$ cat src/rtl/nlr_pkg.sv
package nlr_pkg;

   typedef enum logic [1:0] {
      ST_IDLE  = 2'd0,
      ST_PRIME = 2'd1,
      ST_RUN   = 2'd2
   } nlr_state_e;

   // Physical slot of a linear pixel inside a word (pairs swapped per byte)
   function automatic int slot_of(input int lin);
      return lin ^ 1;
   endfunction

endpackage

$ cat src/rtl/nlr_swap.sv
module nlr_swap #(
   parameter int N  = 8,
   parameter int EW = 4
) (
   input  logic [N*EW-1:0] din,
   output logic [N*EW-1:0] dout
);
   if (N % 2 != 0) begin : g_bad_n
      $error("nlr_swap: element count must be even");
   end

   for (genvar p = 0; p < N; p++) begin : g_el
      assign dout[EW*p +: EW] = din[EW*nlr_pkg::slot_of(p) +: EW];
   end
endmodule

$ cat src/rtl/nlr_shift.sv
module nlr_shift #(
   parameter int NPIX  = 8,
   parameter int PIX_W = 4,
   localparam int IDX_W = $clog2(NPIX)
) (
   input  logic [NPIX-1:0][PIX_W-1:0] lo,
   input  logic [NPIX-1:0][PIX_W-1:0] hi,
   input  logic [IDX_W-1:0]           sh,
   output logic [NPIX-1:0][PIX_W-1:0] dout
);
   logic [2*NPIX-1:0][PIX_W-1:0] win;

   always_comb begin
      win = {hi, lo};
      for (int k = 0; k < NPIX; k++) begin
         dout[k] = win[k + int'(sh)];
      end
   end
endmodule

$ cat src/rtl/nlr_mask.sv
module nlr_mask #(
   parameter int NPIX = 8,
   localparam int IDX_W = $clog2(NPIX)
) (
   input  logic             first,
   input  logic             last,
   input  logic [IDX_W-1:0] lo_idx,
   input  logic [IDX_W-1:0] hi_idx,
   output logic [NPIX-1:0]  en
);
   for (genvar k = 0; k < NPIX; k++) begin : g_en
      assign en[k] = (!first || (IDX_W'(k) >= lo_idx)) &&
                     (!last  || (IDX_W'(k) <= hi_idx));
   end
endmodule

$ cat src/rtl/nlr_ctrl.sv
module nlr_ctrl #(
   parameter int WORD_W = 32,
   parameter int PIX_W  = 4,
   parameter int CNT_W  = 8,
   localparam int NPIX  = WORD_W / PIX_W,
   localparam int IDX_W = $clog2(NPIX),
   localparam int POS_W = $clog2(WORD_W),
   localparam int SUB_W = $clog2(PIX_W)
) (
   input  logic             clk,
   input  logic             rst_n,
   input  logic             start,
   input  logic [POS_W-1:0] src_start,
   input  logic [POS_W-1:0] dst_start,
   input  logic [POS_W-1:0] dst_end,
   input  logic [CNT_W-1:0] dst_width,
   input  logic             src_valid,
   input  logic             dst_ready,
   output logic             busy,
   output logic             src_ready,
   output logic             dst_valid,
   output logic             done,
   output logic             capture,
   output logic             use_cur,
   output logic             first,
   output logic             last,
   output logic [IDX_W-1:0] sh,
   output logic [IDX_W-1:0] d_idx,
   output logic [IDX_W-1:0] e_idx
);
   import nlr_pkg::*;

   localparam int SUM_W = CNT_W + IDX_W + 2;

   nlr_state_e       state_q;
   logic [CNT_W-1:0] wcnt_q, wlast_q;
   logic [CNT_W:0]   src_last_q;
   logic             prime_q, done_q;
   logic [IDX_W-1:0] sh_q, d_q, e_q;

   logic [IDX_W-1:0] s_in, d_in, e_in;
   logic [SUM_W-1:0] span_sum;
   logic             accept, dst_hs;

   assign s_in = src_start[POS_W-1:SUB_W] ^ IDX_W'(1);
   assign d_in = dst_start[POS_W-1:SUB_W] ^ IDX_W'(1);
   assign e_in = dst_end[POS_W-1:SUB_W]   ^ IDX_W'(1);

   // s + NPIX*width + e + NPIX - d, kept non-negative
   assign span_sum = SUM_W'(s_in) + (SUM_W'(dst_width) << IDX_W) + SUM_W'(e_in)
                   + SUM_W'(NPIX) - SUM_W'(d_in);

   assign accept  = start && (state_q == ST_IDLE);
   assign use_cur = (state_q == ST_RUN) &&
                    (({1'b0, wcnt_q} + (CNT_W+1)'(prime_q)) <= src_last_q);

   always_comb begin
      src_ready = 1'b0;
      dst_valid = 1'b0;
      case (state_q)
         ST_PRIME: src_ready = 1'b1;
         ST_RUN: begin
            dst_valid = use_cur ? src_valid : 1'b1;
            src_ready = use_cur && dst_ready;
         end
         default: ;
      endcase
   end

   assign dst_hs  = dst_valid && dst_ready;
   assign capture = ((state_q == ST_PRIME) && src_valid) || (dst_hs && use_cur);
   assign first   = (wcnt_q == '0);
   assign last    = (wcnt_q == wlast_q);
   assign busy    = (state_q != ST_IDLE);
   assign done    = done_q;
   assign sh      = sh_q;
   assign d_idx   = d_q;
   assign e_idx   = e_q;

   always_ff @(posedge clk or negedge rst_n) begin
      if (!rst_n) begin
         state_q    <= ST_IDLE;
         wcnt_q     <= '0;
         wlast_q    <= '0;
         src_last_q <= '0;
         prime_q    <= 1'b0;
         done_q     <= 1'b0;
         sh_q       <= '0;
         d_q        <= '0;
         e_q        <= '0;
      end else begin
         done_q <= 1'b0;
         case (state_q)
            ST_IDLE: if (accept) begin
               wcnt_q     <= '0;
               wlast_q    <= dst_width;
               d_q        <= d_in;
               e_q        <= e_in;
               sh_q       <= s_in - d_in;
               prime_q    <= (s_in >= d_in);
               src_last_q <= (CNT_W+1)'(span_sum >> IDX_W) - (CNT_W+1)'(1);
               state_q    <= (s_in >= d_in) ? ST_PRIME : ST_RUN;
            end
            ST_PRIME: if (src_valid) state_q <= ST_RUN;
            ST_RUN: if (dst_hs) begin
               if (last) begin
                  state_q <= ST_IDLE;
                  done_q  <= 1'b1;
               end else begin
                  wcnt_q <= wcnt_q + CNT_W'(1);
               end
            end
            default: state_q <= ST_IDLE;
         endcase
      end
   end

   // positions captured at start are whole pixel boundaries
   a_r1_pixel_aligned: assert property (@(posedge clk) disable iff (!rst_n)
      accept |-> (src_start[SUB_W-1:0] == '0) && (dst_start[SUB_W-1:0] == '0) &&
                 (dst_end[SUB_W-1:0] == '0));

   // a start pulse in the middle of a line leaves the line running
   a_r9_no_restart: assert property (@(posedge clk) disable iff (!rst_n)
      (busy && start && !(dst_hs && last)) |=> busy);

endmodule

$ cat src/rtl/nib_line_realign.sv
module nib_line_realign #(
   parameter int WORD_W = 32,
   parameter int PIX_W  = 4,
   parameter int CNT_W  = 8,
   localparam int NPIX  = WORD_W / PIX_W,
   localparam int IDX_W = $clog2(NPIX),
   localparam int POS_W = $clog2(WORD_W)
) (
   input  logic              clk,
   input  logic              rst_n,
   input  logic              start,
   input  logic [POS_W-1:0]  src_start,
   input  logic [POS_W-1:0]  dst_start,
   input  logic [POS_W-1:0]  dst_end,
   input  logic [CNT_W-1:0]  dst_width,
   input  logic [WORD_W-1:0] src_data,
   input  logic              src_valid,
   output logic              src_ready,
   output logic [WORD_W-1:0] dst_data,
   output logic [NPIX-1:0]   dst_nib_en,
   output logic              dst_valid,
   input  logic              dst_ready,
   output logic              busy,
   output logic              done
);
   if (PIX_W != 4) begin : g_bad_pix
      $error("nib_line_realign: only 4-bit pixels (two per byte) are supported");
   end
   if ((WORD_W < 16) || ((WORD_W & (WORD_W - 1)) != 0)) begin : g_bad_word
      $error("nib_line_realign: word width must be a power of two, at least 16");
   end
   if (CNT_W < 1) begin : g_bad_cnt
      $error("nib_line_realign: count width must be positive");
   end

   logic [NPIX-1:0][PIX_W-1:0] cur_lin, cur_use, prev_q, out_lin, out_msk;
   logic [NPIX-1:0]            en_lin;
   logic                       capture, use_cur, first, last;
   logic [IDX_W-1:0]           sh, d_idx, e_idx;

   nlr_ctrl #(.WORD_W(WORD_W), .PIX_W(PIX_W), .CNT_W(CNT_W)) i_ctrl (
      .clk(clk), .rst_n(rst_n), .start(start),
      .src_start(src_start), .dst_start(dst_start), .dst_end(dst_end),
      .dst_width(dst_width), .src_valid(src_valid), .dst_ready(dst_ready),
      .busy(busy), .src_ready(src_ready), .dst_valid(dst_valid), .done(done),
      .capture(capture), .use_cur(use_cur), .first(first), .last(last),
      .sh(sh), .d_idx(d_idx), .e_idx(e_idx)
   );

   nlr_swap #(.N(NPIX), .EW(PIX_W)) i_unpack (.din(src_data), .dout(cur_lin));

   assign cur_use = use_cur ? cur_lin : '0;

   always_ff @(posedge clk or negedge rst_n) begin
      if (!rst_n)       prev_q <= '0;
      else if (capture) prev_q <= cur_lin;
   end

   nlr_shift #(.NPIX(NPIX), .PIX_W(PIX_W)) i_shift (
      .lo(prev_q), .hi(cur_use), .sh(sh), .dout(out_lin)
   );

   nlr_mask #(.NPIX(NPIX)) i_mask (
      .first(first), .last(last), .lo_idx(d_idx), .hi_idx(e_idx), .en(en_lin)
   );

   for (genvar k = 0; k < NPIX; k++) begin : g_zero
      assign out_msk[k] = en_lin[k] ? out_lin[k] : '0;
   end

   nlr_swap #(.N(NPIX), .EW(PIX_W)) i_pack   (.din(out_msk), .dout(dst_data));
   nlr_swap #(.N(NPIX), .EW(1))     i_enswap (.din(en_lin),  .dout(dst_nib_en));

   // completion flag never lasts two cycles
   a_r3_done_single: assert property (@(posedge clk) disable iff (!rst_n)
      done |=> !done);

   // nothing offered or taken while idle
   a_r2_idle_quiet: assert property (@(posedge clk) disable iff (!rst_n)
      !busy |-> (!dst_valid && !src_ready));

   // a stalled destination word is held unchanged
   a_r8_hold_word: assert property (@(posedge clk) disable iff (!rst_n)
      (dst_valid && !dst_ready) |=>
         (dst_valid && $stable(dst_data) && $stable(dst_nib_en)));

   // every offered word writes at least one pixel
   a_r5_some_enable: assert property (@(posedge clk) disable iff (!rst_n)
      dst_valid |-> (dst_nib_en != '0));

   // a source word taken while the destination stalls is only the priming read
   a_r7_src_follows_dst: assert property (@(posedge clk) disable iff (!rst_n)
      (src_ready && !dst_ready) |-> !dst_valid);

endmodule

$ cat config.mk
export PLATFORM = sky130hd
export DESIGN_NAME = nib_line_realign
export DESIGN_NICKNAME = d
export VERILOG_FILES = /design/src/rtl/nlr_pkg.sv /design/src/rtl/nlr_swap.sv /design/src/rtl/nlr_shift.sv /design/src/rtl/nlr_mask.sv /design/src/rtl/nlr_ctrl.sv /design/src/rtl/nib_line_realign.sv
export SDC_FILE = /design/constraint.sdc
export NUM_CORES = 1
export LEC_CHECK = 0
export ABC_AREA = 1
export CORE_ASPECT_RATIO = 0.9
export CORE_UTILIZATION = 60
export DETAILED_ROUTE_END_ITERATION = 8
export DONT_BUFFER_PORTS = 1
export PLACE_DENSITY_LB_ADDON = 0.05
export SYNTH_ARGS = -nofsm -noshare
export SYNTH_HDL_FRONTEND = slang
export SYNTH_SLANG_ARGS = --single-unit
$ cat constraint.sdc
create_clock -name clk -period 4.2 [get_ports clk]
set_input_delay 0.21 -clock clk [delete_from_list [all_inputs] [get_ports clk]]
set_output_delay 0.21 -clock clk [all_outputs]
set_load 0.02 [all_outputs]
Yosys cells after proc, flatten, opt, wreduce, memory -nomap -nowiden
Cells that the tools add are included.
{"block": "classes", "addsub": 15, "mux": 48, "eq_ne": 8, "bitwise": 3, "order_cmp": 26, "n_reduce_logical": 40}
{"op": "less-than comparator 32 x 6 -> 1 bit (second input constant)", "count": 7}
{"op": "binary-select mux 4 bit (select 4 bit)", "count": 7}
{"op": "two-way mux 4 bit", "count": 23}
{"op": "two-way mux 32 bit", "count": 1}
{"op": "two-way mux 8 bit", "count": 3}
{"op": "logical OR 1 bit", "count": 17}
{"op": "adder 3 x 3 -> 4 bit (first input constant)", "count": 4}
{"op": "case mux 8 bit (2 select lines)", "count": 1}
{"op": "logical AND 1 bit", "count": 14}
{"op": "adder 12 x 3 -> 12 bit", "count": 1}
{"op": "adder 12 x 4 -> 12 bit (second input constant)", "count": 1}
{"op": "adder 3 x 11 -> 12 bit", "count": 1}
{"op": "binary-select mux 4 bit (select 3 bit)", "count": 1}
{"op": "greater-or-equal comparator 3 bit (first input constant)", "count": 4}
{"op": "<= comparator 3 bit (first input constant)", "count": 4}
{"op": "subtractor 12 x 3 -> 12 bit", "count": 1}
{"op": "two-way mux 2 bit", "count": 5}
{"op": "adder 8 x 1 -> 9 bit", "count": 1}
{"op": "<= comparator 9 bit", "count": 1}
{"op": "subtractor 9 x 1 -> 9 bit (second input constant)", "count": 1}
{"op": "adder 2 x 3 -> 4 bit (first input constant)", "count": 2}
{"op": "adder 8 x 1 -> 8 bit (second input constant)", "count": 1}
{"op": "== test 8 bit", "count": 1}
{"op": "zero test 8 bit", "count": 1}
{"op": "21 further kinds", "count": 37}
{"block": "word_totals", "input_bits": 60, "elab_cells": 157, "ff_bits": 70}

Depth between registers and ports, before layout
Gate-level depths: netlist (run 1).
{"block": "depth", "depth_word": 8, "mapped_depth": 20, "depth_no_buf": 19}

Modules after synthesis
Synthesis (run 1) repeated with hierarchy kept, for this count alone.
{"block": "unflattened", "hier_cells": 1391, "area_unflattened_um2": 8378.0}
{"mod": "nlr_ctrl", "area_each_um2": 3269.4, "cells_per_inst": 462, "seq_area_each_um2": 950.9, "n_inst": 1}
{"mod": "nlr_shift", "area_each_um2": 2636.3, "cells_per_inst": 561, "seq_area_each_um2": 0.0, "n_inst": 1}
{"mod": "nib_line_realign", "area_each_um2": 1793.0, "cells_per_inst": 267, "seq_area_each_um2": 800.8, "n_inst": 1}
{"mod": "nlr_swap (i_pack ...)", "area_each_um2": 240.2, "cells_per_inst": 32, "seq_area_each_um2": 0.0, "n_inst": 2}
{"mod": "nlr_mask", "area_each_um2": 138.9, "cells_per_inst": 29, "seq_area_each_um2": 0.0, "n_inst": 1}
{"mod": "nlr_swap (i_enswap)", "area_each_um2": 60.1, "cells_per_inst": 8, "seq_area_each_um2": 0.0, "n_inst": 1}

Least setup slack after synthesis (run 1)
OpenSTA, ideal clock, no wires.
{"block": "synth_path", "path_type": "register to output", "startpoint": "reg i_ctrl.sh_q[1], in the netlist i_ctrl.sh[1]", "endpoint": "out dst_data[10]", "setup_slack_ns": 1.194, "path_stages_with_launch": 15, "arrival_time_ns": 2.796, "path_buffers": 6, "t_required_ns": 3.990, "cell_sequence": "dfrtp_1 clkbuf_1 inv_1 buf_2 buf_1 ha_1 buf_2 inv_1 buf_1 buf_1 nand3_1 nand3_1 nand3_1 nand2_1 inv_1"}
{"block": "synth_between", "elab_chain_len": 5}
{"element": "start: declaration", "line_no": "nlr_ctrl.sv:39", "source": "logic [IDX_W-1:0] sh_q, d_q, e_q;"}
{"element": "start signal: assignment", "line_no": "nlr_ctrl.sv:99", "source": "sh_q <= s_in - d_in;"}
{"element": "adder 2 x 3 -> 4 bit", "line_no": "nlr_shift.sv:16", "source": "dout[k] = win[k + int'(sh)];"}
{"element": "binary-select mux 4 bit (select 4 bit)", "line_no": "nlr_shift.sv:16"}
{"element": "two-way mux 4 bit (implied by the code) (2 in series)", "line_no": "nlr_shift.sv:16"}
{"element": "two-way mux 4 bit", "line_no": "nib_line_realign.sv:68", "source": "assign out_msk[k] = en_lin[k] ? out_lin[k] : '0;"}
{"element": "end: declaration", "line_no": "nib_line_realign.sv:19", "source": "output logic [WORD_W-1:0] dst_data,"}
Every way passes these cells. The select of a mux whose other input is x is not followed.

Final worst setup path (run 1)
{"block": "layout_path", "startpoint": "reg i_ctrl.wcnt_q[0]", "endpoint": "out dst_data[19]"}
{"block": "layout_between", "elab_chain_len": 8, "elab_cells_between_ends": 15}
{"element": "start: declaration", "line_no": "nlr_ctrl.sv:36", "source": "logic [CNT_W-1:0] wcnt_q, wlast_q;"}
{"element": "start signal: assignment", "line_no": "nlr_ctrl.sv:110", "source": "wcnt_q <= wcnt_q + CNT_W'(1);"}
{"element": "adder 8 x 1 -> 9 bit", "line_no": "nlr_ctrl.sv:55", "source": "(({1'b0, wcnt_q} + (CNT_W+1)'(prime_q)) <= src_last_q);"}
{"element": "<= comparator 9 bit", "line_no": "nlr_ctrl.sv:55"}
{"element": "logical AND 1 bit", "line_no": "nlr_ctrl.sv:54", "source": "assign use_cur = (state_q == ST_RUN) &&"}
{"element": "two-way mux 32 bit", "line_no": "nib_line_realign.sv:52", "source": "assign cur_use = use_cur ? cur_lin : '0;"}
{"element": "binary-select mux 4 bit (select 4 bit)", "line_no": "nlr_shift.sv:16"}
{"element": "two-way mux 4 bit (implied by the code) (2 in series)", "line_no": "nlr_shift.sv:16"}
{"element": "two-way mux 4 bit (*)", "line_no": "nib_line_realign.sv:68"}
Every way passes the cells marked *; elsewhere a longest branch is shown, timed or not. The select of a mux whose other input is x is not followed.

==> metrics.cfg, run 1 <==
[timing]
fmax_mhz=257.5
setup_viol=0
clock_skew_ns=0.009896
maxSlewHeadroom_pct=22.74
hold_viol=0
worst_slack_ns=0.3160
fin_crit_sh_pct=92.48
report.final.slew_viol_count=0
tightestPinTransition_ns=1.147
rsz0062_at_grt=false
finalSetupTns_ns=0
final.min_clock_period_ns=3.884

[final_layout]
nNetsFinal=1233
n_antenna_cell=0
stdcell_count=1292
n_fill_cell=1096
synthToLayoutAreaGrowth_pct=10.04
layout-drive-gt1-share_pct=4.313

[worst_setup_path]
rrSetupSlack_ns=0.80
critPathArrivalTime_ns=3.67
cp.required_ns=3.99
path_max_fanout=36
end_kind=output pin
critPathBufInv=2
max_stage_delay_ns=0.47
critical-path-top-delay-family=simple AND/OR/NAND/NOR gates
startpoint_type=flip-flop
path_cells=ha_1 > ha_1 > nand2_1 > nor3_1 > ha_1 > a21o_1 > nor2_1 > nand3_1 > nand2_4 > buf_4 > nand4_1 > nand3_1 > nand3_1 > nand3_1 > nand2_1 > inv_1
worst_path_max_delay_cell=dfrtp_1
cpMostUsedCell=nand3_1
worstSetupPathType=flip-flop to output pin

[global_routing]
grt-ovfl-total=0
grtUsageTotal_pct=35.59
grt_pass1_wl_mm=33.44
grt_pass1_vias=6602
antenna_found_initial=0
grt_use_met1_pct=53.08
met3_usage_pct=10.47
grt_max_degree=78
busiest_layer=met1
grt_util_met2_pct=48.27

[clocking]
cts_tree=yes
post_cts_buffers=0
clk_latency_ns=0.35
cts.path.max_buffers=2
clkTransAtPathRegs_ns=0.06
cts.htree.levels=3
cts_root_buffer=clkbuf_16
cts_sinks=70
numCtsBuffers=9

[yosys]
synth_edf_count=0
avgSynthCellArea_um2=6.277
synth-seq-cells=70
async_flop_share_pct=100.0
synthTopCellsByArea=dfrtp_1 (25%), nand2_1 (14%), nand3_1 (11%)
ys_warn_count=0
syn_inst=1136
syn_nets=1238
synth_top_area_share_pct=24.57
ys_types=40
yosysSeqAreaShare_pct=24.57
synth_top_cell_by_area=dfrtp_1
ys.flop_type=dfrtp_1
netlist_area_mm2=0.007131
synth_most_common_cell=nand2_1
synthTopCellsByCount=nand2_1 (262), nand3_1 (161), inv_1 (155), o21ai_0 (110)

[place]
routabilityCongestion=0.9589
placedCellCount=1246
io_buffers=0
place_ws_ns=0.5869
hpwl_mm=15.47

[route]
wirelength_mm=21.47
dr.pass1.iters=6
wl_per_cell_um=16.62
vias=7651
remaining_drc_errors=0
drtAntennaViolNets=0
via_per_inst=5.922
initialDrtViolationCount=1077

[floorplan]
die_h_um=105.4
core-area_mm2=0.01148
initial_core_util_pct=62.11
die_w_um=116.9
rows=37
ioPinCount=104
dieArea_mm2=0.01232

[outcome]
status=complete, no violations

[job]
maxCapViolations=0

[min_path]
min_path_type=input pin to flip-flop

-- layer usage --
metal	up-vias	share of wire [%]
li1	3762	-
met1	3393	45
met2	444	40
met3	52	12
met4	0	2.8
met5	-	0
-- state kept, by name, indices dropped and copies added (netlist names) --
name / flops
i_ctrl.done: 1
i_ctrl.wcnt_q: 8
i_ctrl.sh: 3
i_ctrl.e_idx: 3
i_ctrl.wlast_q: 8
i_ctrl.src_last_q: 9
i_ctrl.prime_q: 1
i_ctrl.state_q: 2
prev_q: 32
i_ctrl.d_idx: 3
-- final timing paths --
| check | end | cells after the start | from |
|---|---|---|---|
| setup / recovery | dst_data[19] | 16 | i_ctrl.wcnt_q[0] |
| hold / removal | prev_q[13] | 2 | src_data[9] |
| setup reg to reg | i_ctrl.wcnt_q[3] | 17 | i_ctrl.wcnt_q[0] |
| hold reg to reg | i_ctrl.src_last_q[8] | 2 | i_ctrl.src_last_q[8] |
| max in group asynchronous | i_ctrl.sh[0] | 2 | rst_n |
| min in group asynchronous | i_ctrl.wcnt_q[1] | 2 | rst_n |
-- metrics by stage --
step / instance area (um2) / hold slack (ns) / utilization [%]
3_3_place_gp: 7179 / -0.08355 / 62.53
2_1_floorplan: 7131 / -0.08559 / -
4_1_cts: 7841 / 0.001471 / 68.30
3_5_place_dp: 7179 / -0.08310 / 62.53
6_report: 7846 / 0.005803 / 68.34
5_1_grt: 7846 / 0.01530 / 68.34
-- placed cells by master (no fill, tap or decap), types with 2 or more instances in the layout --
cell             n
nand2_1        262
nand3_1        161
inv_1          155
o21ai_0        110
nand4_1         70
dfrtp_1         69
nor2_1          58
o21ai_1         42
ha_1            38
a21oi_1         34
dlygate4sd3_1   29
xor2_1          17
buf_4           16
mux2i_1         12
clkbuf_16        9
xnor2_1          7
nor3_1           5
or2_2            4
nand3b_1         3
fa_1             3
clkbuf_8         3
and2_1           2
clkinv_1         2
clkinv_4         2
bufinv_16        2
buf_12           2
-- cells by family after synthesis --
group	count (synthesis)	share of synthesized area, %
flops	70	24.57
fa+ha+maj	42	7.686
simple gates	572	36.20
compound gates	194	14.25
buf+inv	222	12.67
xor+xnor	24	2.948
mux	12	1.685
-- cell type report --
cell class,count,area (um2),area share (%)
flip-flops and latches,70,1753,22.34
repair buffers,48,478.0,6.092
clock buffers,12,266.5,3.397
clock inverters,4,77.57,0.9887
inverters,158,593.1,7.559
well taps,156,195.2,2.488
multi-input cells,844,4483,57.14
-- timing repair --
item	in CTS	in global routing
hold endpoints to repair	98	0
setup endpoints to repair	0	26
hold buffers	30	0
resized for setup	0	1
Power of run 1 is not shown: default switching activity piles up to over one toggle a cycle in this logic, so the estimate is an artifact.
==> run 2: changes to the inputs <==
--- a/config.mk
+++ b/config.mk
@@ -5,7 +5,6 @@
 export SDC_FILE = /design/constraint.sdc
 export NUM_CORES = 1
 export LEC_CHECK = 0
-export ABC_AREA = 1
 export CORE_ASPECT_RATIO = 0.9
 export CORE_UTILIZATION = 60
 export DETAILED_ROUTE_END_ITERATION = 8
==> run 2 against run 1 <==
Compared with the run above:
- routed wire length down 15%
- via count down 24%
- critical path depth decreased by 4
- hold slack got worse by 0.0011 ns
- final area shrank 3.6%
- clock-buffer cell count shrank 1
- register-to-register slack lost 0.09 ns
- final cell count decreased by 32%
- first-iteration DRC count down 51%
- global-route usage fell by 3.4 points
- critical path type unchanged
- critical endpoint is now dst_data[20]
==> metrics.cfg, run 2 <==
[global_routing]
grt_max_degree=71  ; -9.0%
grt-ovfl-total=0  ; unchanged
grt_pass1_vias=5521  ; -16%
antenna_found_initial=0  ; unchanged
grtUsageTotal_pct=32.20  ; -3.4 points
grt_pass1_wl_mm=29.18  ; -13%

[final_layout]
largest_reg_flops=32  ; unchanged
layout-drive-gt1-share_pct=17.13  ; +13 points
reg_top3=prev_q: 32 flops, i_ctrl.src_last_q: 9 flops
nNetsFinal=821  ; -33%
n_antenna_cell=0  ; unchanged
layout_commonest_cell=nand2_1
synthToLayoutAreaGrowth_pct=10.15
final_cell_mix=nand2_1 (91), dfrtp_1 (69), mux4_2 (60)
top_register=prev_q
n_fill_cell=880  ; -20%

[yosys]
synth-seq-cells=70  ; unchanged
synth_most_common_cell=nand2_1
synthTopCellsByArea=dfrtp_1 (26%), mux4_2 (20%), ha_1 (7.1%)
synth_edf_count=0  ; unchanged
syn_nets=814  ; -34%
yosysSeqAreaShare_pct=25.51  ; +0.94 points
ys_warn_count=0  ; unchanged
ys.flop_type=dfrtp_1
avgSynthCellArea_um2=9.646  ; +54%
syn_inst=712  ; -37%
synth_top_area_share_pct=25.51  ; +0.94 points
async_flop_share_pct=100.0  ; unchanged
netlist_area_mm2=0.006868  ; -3.7%
synth_top_cell_by_area=dfrtp_1
synthTopCellsByCount=nand2_1 (91), dfrtp_1 (70), mux4_2 (60), nor2_1 (59), inv_1 (46)
ys_types=64  ; +60%

[floorplan]
dieArea_mm2=0.01188  ; -3.6%
rows=36  ; -2.7%
initial_core_util_pct=62.49  ; +0.38 points
die_w_um=114.8  ; -1.8%
die_h_um=103.5  ; -1.8%
core-area_mm2=0.01099  ; -4.3%
ioPinCount=104  ; unchanged

[place]
io_buffers=0  ; unchanged
routabilityCongestion=0.9026  ; -5.9%
hpwl_mm=13.42  ; -13%
place_ws_ns=0.7562  ; +0.1693 ns

[clocking]
post_cts_resized=0  ; unchanged
cts_tree=yes
cts.path.max_buffers=2  ; unchanged
post_cts_buffers=0  ; unchanged
clkTransAtPathRegs_ns=0.06  ; about the same
numCtsBuffers=9  ; unchanged
cts.htree.levels=3  ; unchanged
clk_latency_ns=0.34  ; about the same
cts_sinks=70  ; unchanged
cts_root_buffer=clkbuf_16

[timing]
rsz0062_at_grt=false
worst_slack_ns=0.3650  ; +0.04897 ns
hold_viol=0  ; unchanged
report.final.slew_viol_count=0  ; unchanged
finalSetupTns_ns=0  ; unchanged
tightestPinTransition_ns=1.247  ; +0.1006 ns
fmax_mhz=260.8  ; +1.3%
maxSlewHeadroom_pct=15.97  ; -6.8 points
clock_skew_ns=0.005356  ; -0.004540 ns
fin_crit_sh_pct=91.31  ; -1.2 points
setup_viol=0  ; unchanged
final.min_clock_period_ns=3.835  ; -0.04897 ns

[job]
maxCapViolations=0  ; unchanged

[pwr]
power_density_mw_per_mm2=951.2
p_leak_nw=3.193
peakVddDrop_mv=0.6803

[worst_setup_path]
worst_path_max_delay_cell=dfrtp_1
critPathBufInv=1  ; -1
critical-path-top-delay-family=compound AO/OA/AOI/OAI gates
worstSetupPathType=flip-flop to output pin
max_stage_delay_ns=0.46  ; about the same
startpoint_type=flip-flop
end_kind=output pin
critPathArrivalTime_ns=3.63  ; -0.04 ns
path_cells=ha_1 > ha_1 > xor2_1 > ha_1 > a21o_1 > a21o_1 > a211oi_1 > o21ai_1 > a21oi_2 > buf_4 > nand3_1 > a21oi_1
cpMostUsedCell=ha_1
cp.required_ns=3.99  ; about the same
path_max_fanout=29  ; -19%

[route]
wl_per_cell_um=20.88  ; +26%
vias=5850  ; -24%
dr.pass1.iters=5  ; -1
remaining_drc_errors=0  ; unchanged
initialDrtViolationCount=523  ; -51%
via_per_inst=6.678  ; +13%
wirelength_mm=18.29  ; -15%
drtAntennaViolNets=0  ; unchanged

[outcome]
status=complete, no violations

[min_path]
min_path_type=input pin to flip-flop

## run 2: changes by cell type after synthesis, moves of 10 or more
cell / change
a31oi_1: +20
nand3_1: -147
inv_1: -109
nand2_1: -171
mux4_2: +60
nand4_1: -61
mux2_1: +32
xnor2_1: +10
o21ai_1: -36
o21ai_0: -79
mux2_2: +20
## run 2: final cells by class
class	instances	area (um2)	area share, %
well taps	152	190.2	2.514
inverters	47	176.4	2.332
clock buffers	11	232.7	3.076
multi-input cells	551	4785	63.25
clock inverters	5	50.05	0.6616
flip-flops and latches	70	1755	23.21
repair buffers	40	375.4	4.962
## run 2: power by group
group	internal, mW	total, mW	switching [mW]
registers	0.983	1.39	0.403
clock network	0.456	0.743	0.287
logic	2.10	5.07	2.97
total	3.54	7.20	3.66
## run 2: final timing paths
| kind | start | end | slack (ns) | depth (start not counted) |
|---|---|---|---|---|
| setup reg to reg | i_ctrl.wcnt_q[0] | i_ctrl.wcnt_q[1] | 0.71 | 11 |
| min in group asynchronous | rst_n | prev_q[23] | 0.42 | 2 |
| setup / recovery | i_ctrl.wcnt_q[0] | dst_data[20] | 0.36 | 12 |
| hold / removal | src_data[20] | prev_q[16] | 0.005 | 1 |
| hold reg to reg | i_ctrl.src_last_q[2] | i_ctrl.src_last_q[2] | 0.48 | 2 |
| max in group asynchronous | rst_n | i_ctrl.sh[0] | 3.43 | 2 |
## run 2: layer usage
layer  track usage (%)  routed length (um)  vias up
met4             10.39                 364        0
met2             45.02                7783      300
met5                 0                   0        -
li1                  -                   -     2642
met1             48.61                8223     2878
met3             8.367                1918       30
## run 2: repair_timing
action	4_1_cts	5_1_grt
hold buffers	23	0
endpoints found under the hold margin	91	0
endpoints found under the setup margin	0	0
## run 2: cells by family after synthesis
family	share of synthesized area (%)
AND/OR/NAND/NOR	13.92
AO/OA/AOI/OAI	12.81
multiplexers	30.97
buffers and inverters	5.138
flip-flops	25.51
adder cells (fa/ha/maj)	7.980
XOR/XNOR	3.680
## run 2: through the flow
step | util (%) | cell area, um2 | hold slack [ns] | cells | power [mW]
2_1_floorplan | - | 6868 | -0.08559 | 712 | 5.199
3_3_place_gp | 64.00 | 7034 | -0.08419 | 837 | 6.160
3_5_place_dp | 64.00 | 7034 | -0.08390 | 837 | 6.328
4_1_cts | 68.83 | 7565 | 0.0007436 | 876 | 7.138
5_1_grt | 68.83 | 7565 | 0.007349 | 876 | 7.683
6_report | 68.83 | 7565 | 0.004666 | 876 | 7.196
No activity file was read; power rests on OpenSTA's default activity.
==> run 3: changes to the inputs <==
--- a/config.mk
+++ b/config.mk
@@ -6,7 +6,7 @@
 export NUM_CORES = 1
 export LEC_CHECK = 0
 export CORE_ASPECT_RATIO = 0.9
-export CORE_UTILIZATION = 60
+export CORE_UTILIZATION = 55
 export DETAILED_ROUTE_END_ITERATION = 8
 export DONT_BUFFER_PORTS = 1
 export PLACE_DENSITY_LB_ADDON = 0.05
==> constraint.sdc (replaced) <==
create_clock -name clk -period 3.2 [get_ports clk]
set_input_delay 0.16 -clock clk [delete_from_list [all_inputs] [get_ports clk]]
set_output_delay 0.16 -clock clk [all_outputs]
set_load 0.02 [all_outputs]
==> run 3 against run 2 <==
Compared with the run above:
- critical path type unchanged
- core utilization grew 3.1 points
- critical path depth grew 3
- setup slack lost 0.64 ns
- register-to-register slack lost 0.57 ns
- via count grew 7.4%
- routed wire length grew 16%
- the run now ends with negative setup slack left
- clock-buffer cell count is the same
==> metrics.cfg, run 3 (synthesis gave the netlist of run 2 again) <==
[global_routing]
grt_max_degree=71  ; unchanged
grt_pass1_wl_mm=33.40  ; +14%
antenna_found_initial=0  ; unchanged
grtUsageTotal_pct=34.07  ; +1.9 points
grt-ovfl-total=0  ; unchanged
grt_pass1_vias=6221  ; +13%

[job]
maxCapViolations=0  ; unchanged

[clocking]
clkTransAtPathRegs_ns=0.06  ; about the same
cts_sinks=70  ; unchanged
cts.path.max_buffers=2  ; unchanged
cts_tree=yes
cts_root_buffer=clkbuf_16
numCtsBuffers=9  ; unchanged
cts.htree.levels=3  ; unchanged
clk_latency_ns=0.34  ; about the same

[final_layout]
top_register=prev_q
layout-drive-gt1-share_pct=28.34  ; +11 points
final_cell_mix=nand2_1 (90), dfrtp_1 (69), mux4_2 (60)
layout_commonest_cell=nand2_1
largest_reg_flops=32  ; unchanged
synthToLayoutAreaGrowth_pct=26.91
design_area_mm2=0.008716  ; +15%
n_antenna_cell=0  ; unchanged
reg_top3=prev_q: 32 flops, i_ctrl.src_last_q: 9 flops
nNetsFinal=891  ; +8.5%

[timing]
hold_viol=0  ; unchanged
maxSlewHeadroom_pct=13.29  ; -2.7 points
final.min_clock_period_ns=3.471
report.final.slew_viol_count=0  ; unchanged
clock_skew_ns=0.005326  ; -0.00003073 ns
finalSetupTns_ns=-6.139  ; -6.139 ns
setup_viol=29  ; +29
fin_crit_sh_pct=108.5
worst_slack_ns=-0.2714  ; -0.6364 ns
tightestPinTransition_ns=1.291  ; +0.04404 ns
rsz0062_at_grt=true
fmax_mhz=288.1

[floorplan]
die_w_um=119.8  ; +4.4%
die_h_um=108.0  ; +4.4%
dieArea_mm2=0.01294  ; +8.9%
rows=38  ; +5.6%
ioPinCount=104  ; unchanged
initial_core_util_pct=56.65  ; -5.8 points
core-area_mm2=0.01212  ; +10%

[route]
remaining_drc_errors=0  ; unchanged
initialDrtViolationCount=543  ; +3.8%
drtAntennaViolNets=0  ; unchanged
via_per_inst=6.586  ; -1.4%
wirelength_mm=21.24  ; +16%
wl_per_cell_um=22.27  ; +6.6%
vias=6283  ; +7.4%
dr.pass1.iters=5  ; unchanged

[worst_setup_path]
critPathArrivalTime_ns=3.31  ; -0.32 ns
worstSetupPathType=flip-flop to output pin
startpoint_type=flip-flop
cp.required_ns=3.04  ; -0.95 ns
path_max_fanout=6  ; -79%
end_kind=output pin

[place]
place_area_mm2=0.007400  ; +5.2%
io_buffers=0  ; unchanged
hpwl_mm=14.20  ; +5.8%
place_ws_ns=-0.1691  ; -0.9254 ns
routabilityCongestion=0.8690  ; -3.7%

[outcome]
violations=negative setup slack
status=complete, but fails checks

[min_path]
min_path_type=input pin to flip-flop

==> run 3: cell count changes in the layout (fill, tap and decap cells not counted), moves of 8 or more <==
| cell | previous run | this run |
|---|---|---|
| dlygate4sd3_1 | 22 | 38 |
| a31oi_4 | 0 | 13 |
| nor2_4 | 0 | 10 |
| nor2_1 | 59 | 46 |
| a31oi_1 | 21 | 7 |
| buf_4 | 17 | 53 |
| buf_6 | 0 | 8 |
==> run 3: layout make-up <==
type / instances / area, um2
fill: 904 / 3408
tap: 160 / 200.2
inverter: 47 / 176.4
clock buffer: 11 / 232.7
multi-input combinational: 552 / 5205
sequential: 70 / 1755
clock inverter: 5 / 50.05
timing repair buffer: 109 / 1096
==> run 3: final timing paths <==
check	start	end	slack [ns]	cells past startpoint
max	i_ctrl.prime_q	dst_data[1]	-0.27	15
min	dst_width[6]	i_ctrl.wlast_q[6]	0.01	2
max in group asynchronous	rst_n	i_ctrl.sh[0]	2.50	2
min in group asynchronous	rst_n	prev_q[30]	0.36	2
min reg2reg	i_ctrl.src_last_q[1]	i_ctrl.src_last_q[1]	0.48	2
max reg2reg	i_ctrl.prime_q	prev_q[3]	0.14	13
==> run 3: per-layer routing <==
layer | wire length [um] | share of wire [%] | track usage (%) | vias up
met2 | 11250 | 53 | 59.99 | 307
met4 | 654 | 3.1 | 15.18 | 0
met3 | 1575 | 7.4 | 8.122 | 58
li1 | - | - | - | 2782
met1 | 7767 | 37 | 39.70 | 3136
met5 | 0 | 0 | 0 | -
==> run 3: repair_timing <==
action,in CTS,in global routing
gates resized for setup,49,26
endpoints found under the setup margin,61,61
endpoints found under the hold margin,107,0
setup buffers,5,7
hold buffers,39,0
cloned,4,1
pin swaps,8,15
==> run 3: worst max-delay path, cell delays in order, from the launching register on <==
cell and delay (ns):
dfrtp_1 0.39, ha_2 0.20, ha_4 0.18, xor2_2 0.14
ha_1 0.29, a21o_1 0.19, a21o_1 0.19, a211oi_2 0.22
o21ai_1 0.11, buf_4 0.16, a21oi_4 0.17, buf_12 0.16
buf_12 0.12, a31oi_1 0.07, nor2_1 0.19, buf_4 0.18
==> run 3: metrics by stage <==
| step | cells | util [%] | hold slack [ns] |
|---|---|---|---|
| after CTS | 948 | 70.20 | 0.003814 |
| after global routing | 954 | 71.89 | 0.02115 |
| after floorplan | 712 | - | -0.1356 |
| after detailed placement | 884 | 61.03 | -0.1340 |
| final | 954 | 71.89 | 0.01302 |
| after global placement | 884 | 61.03 | -0.1342 |
Power of run 3 is left out for the same reason.
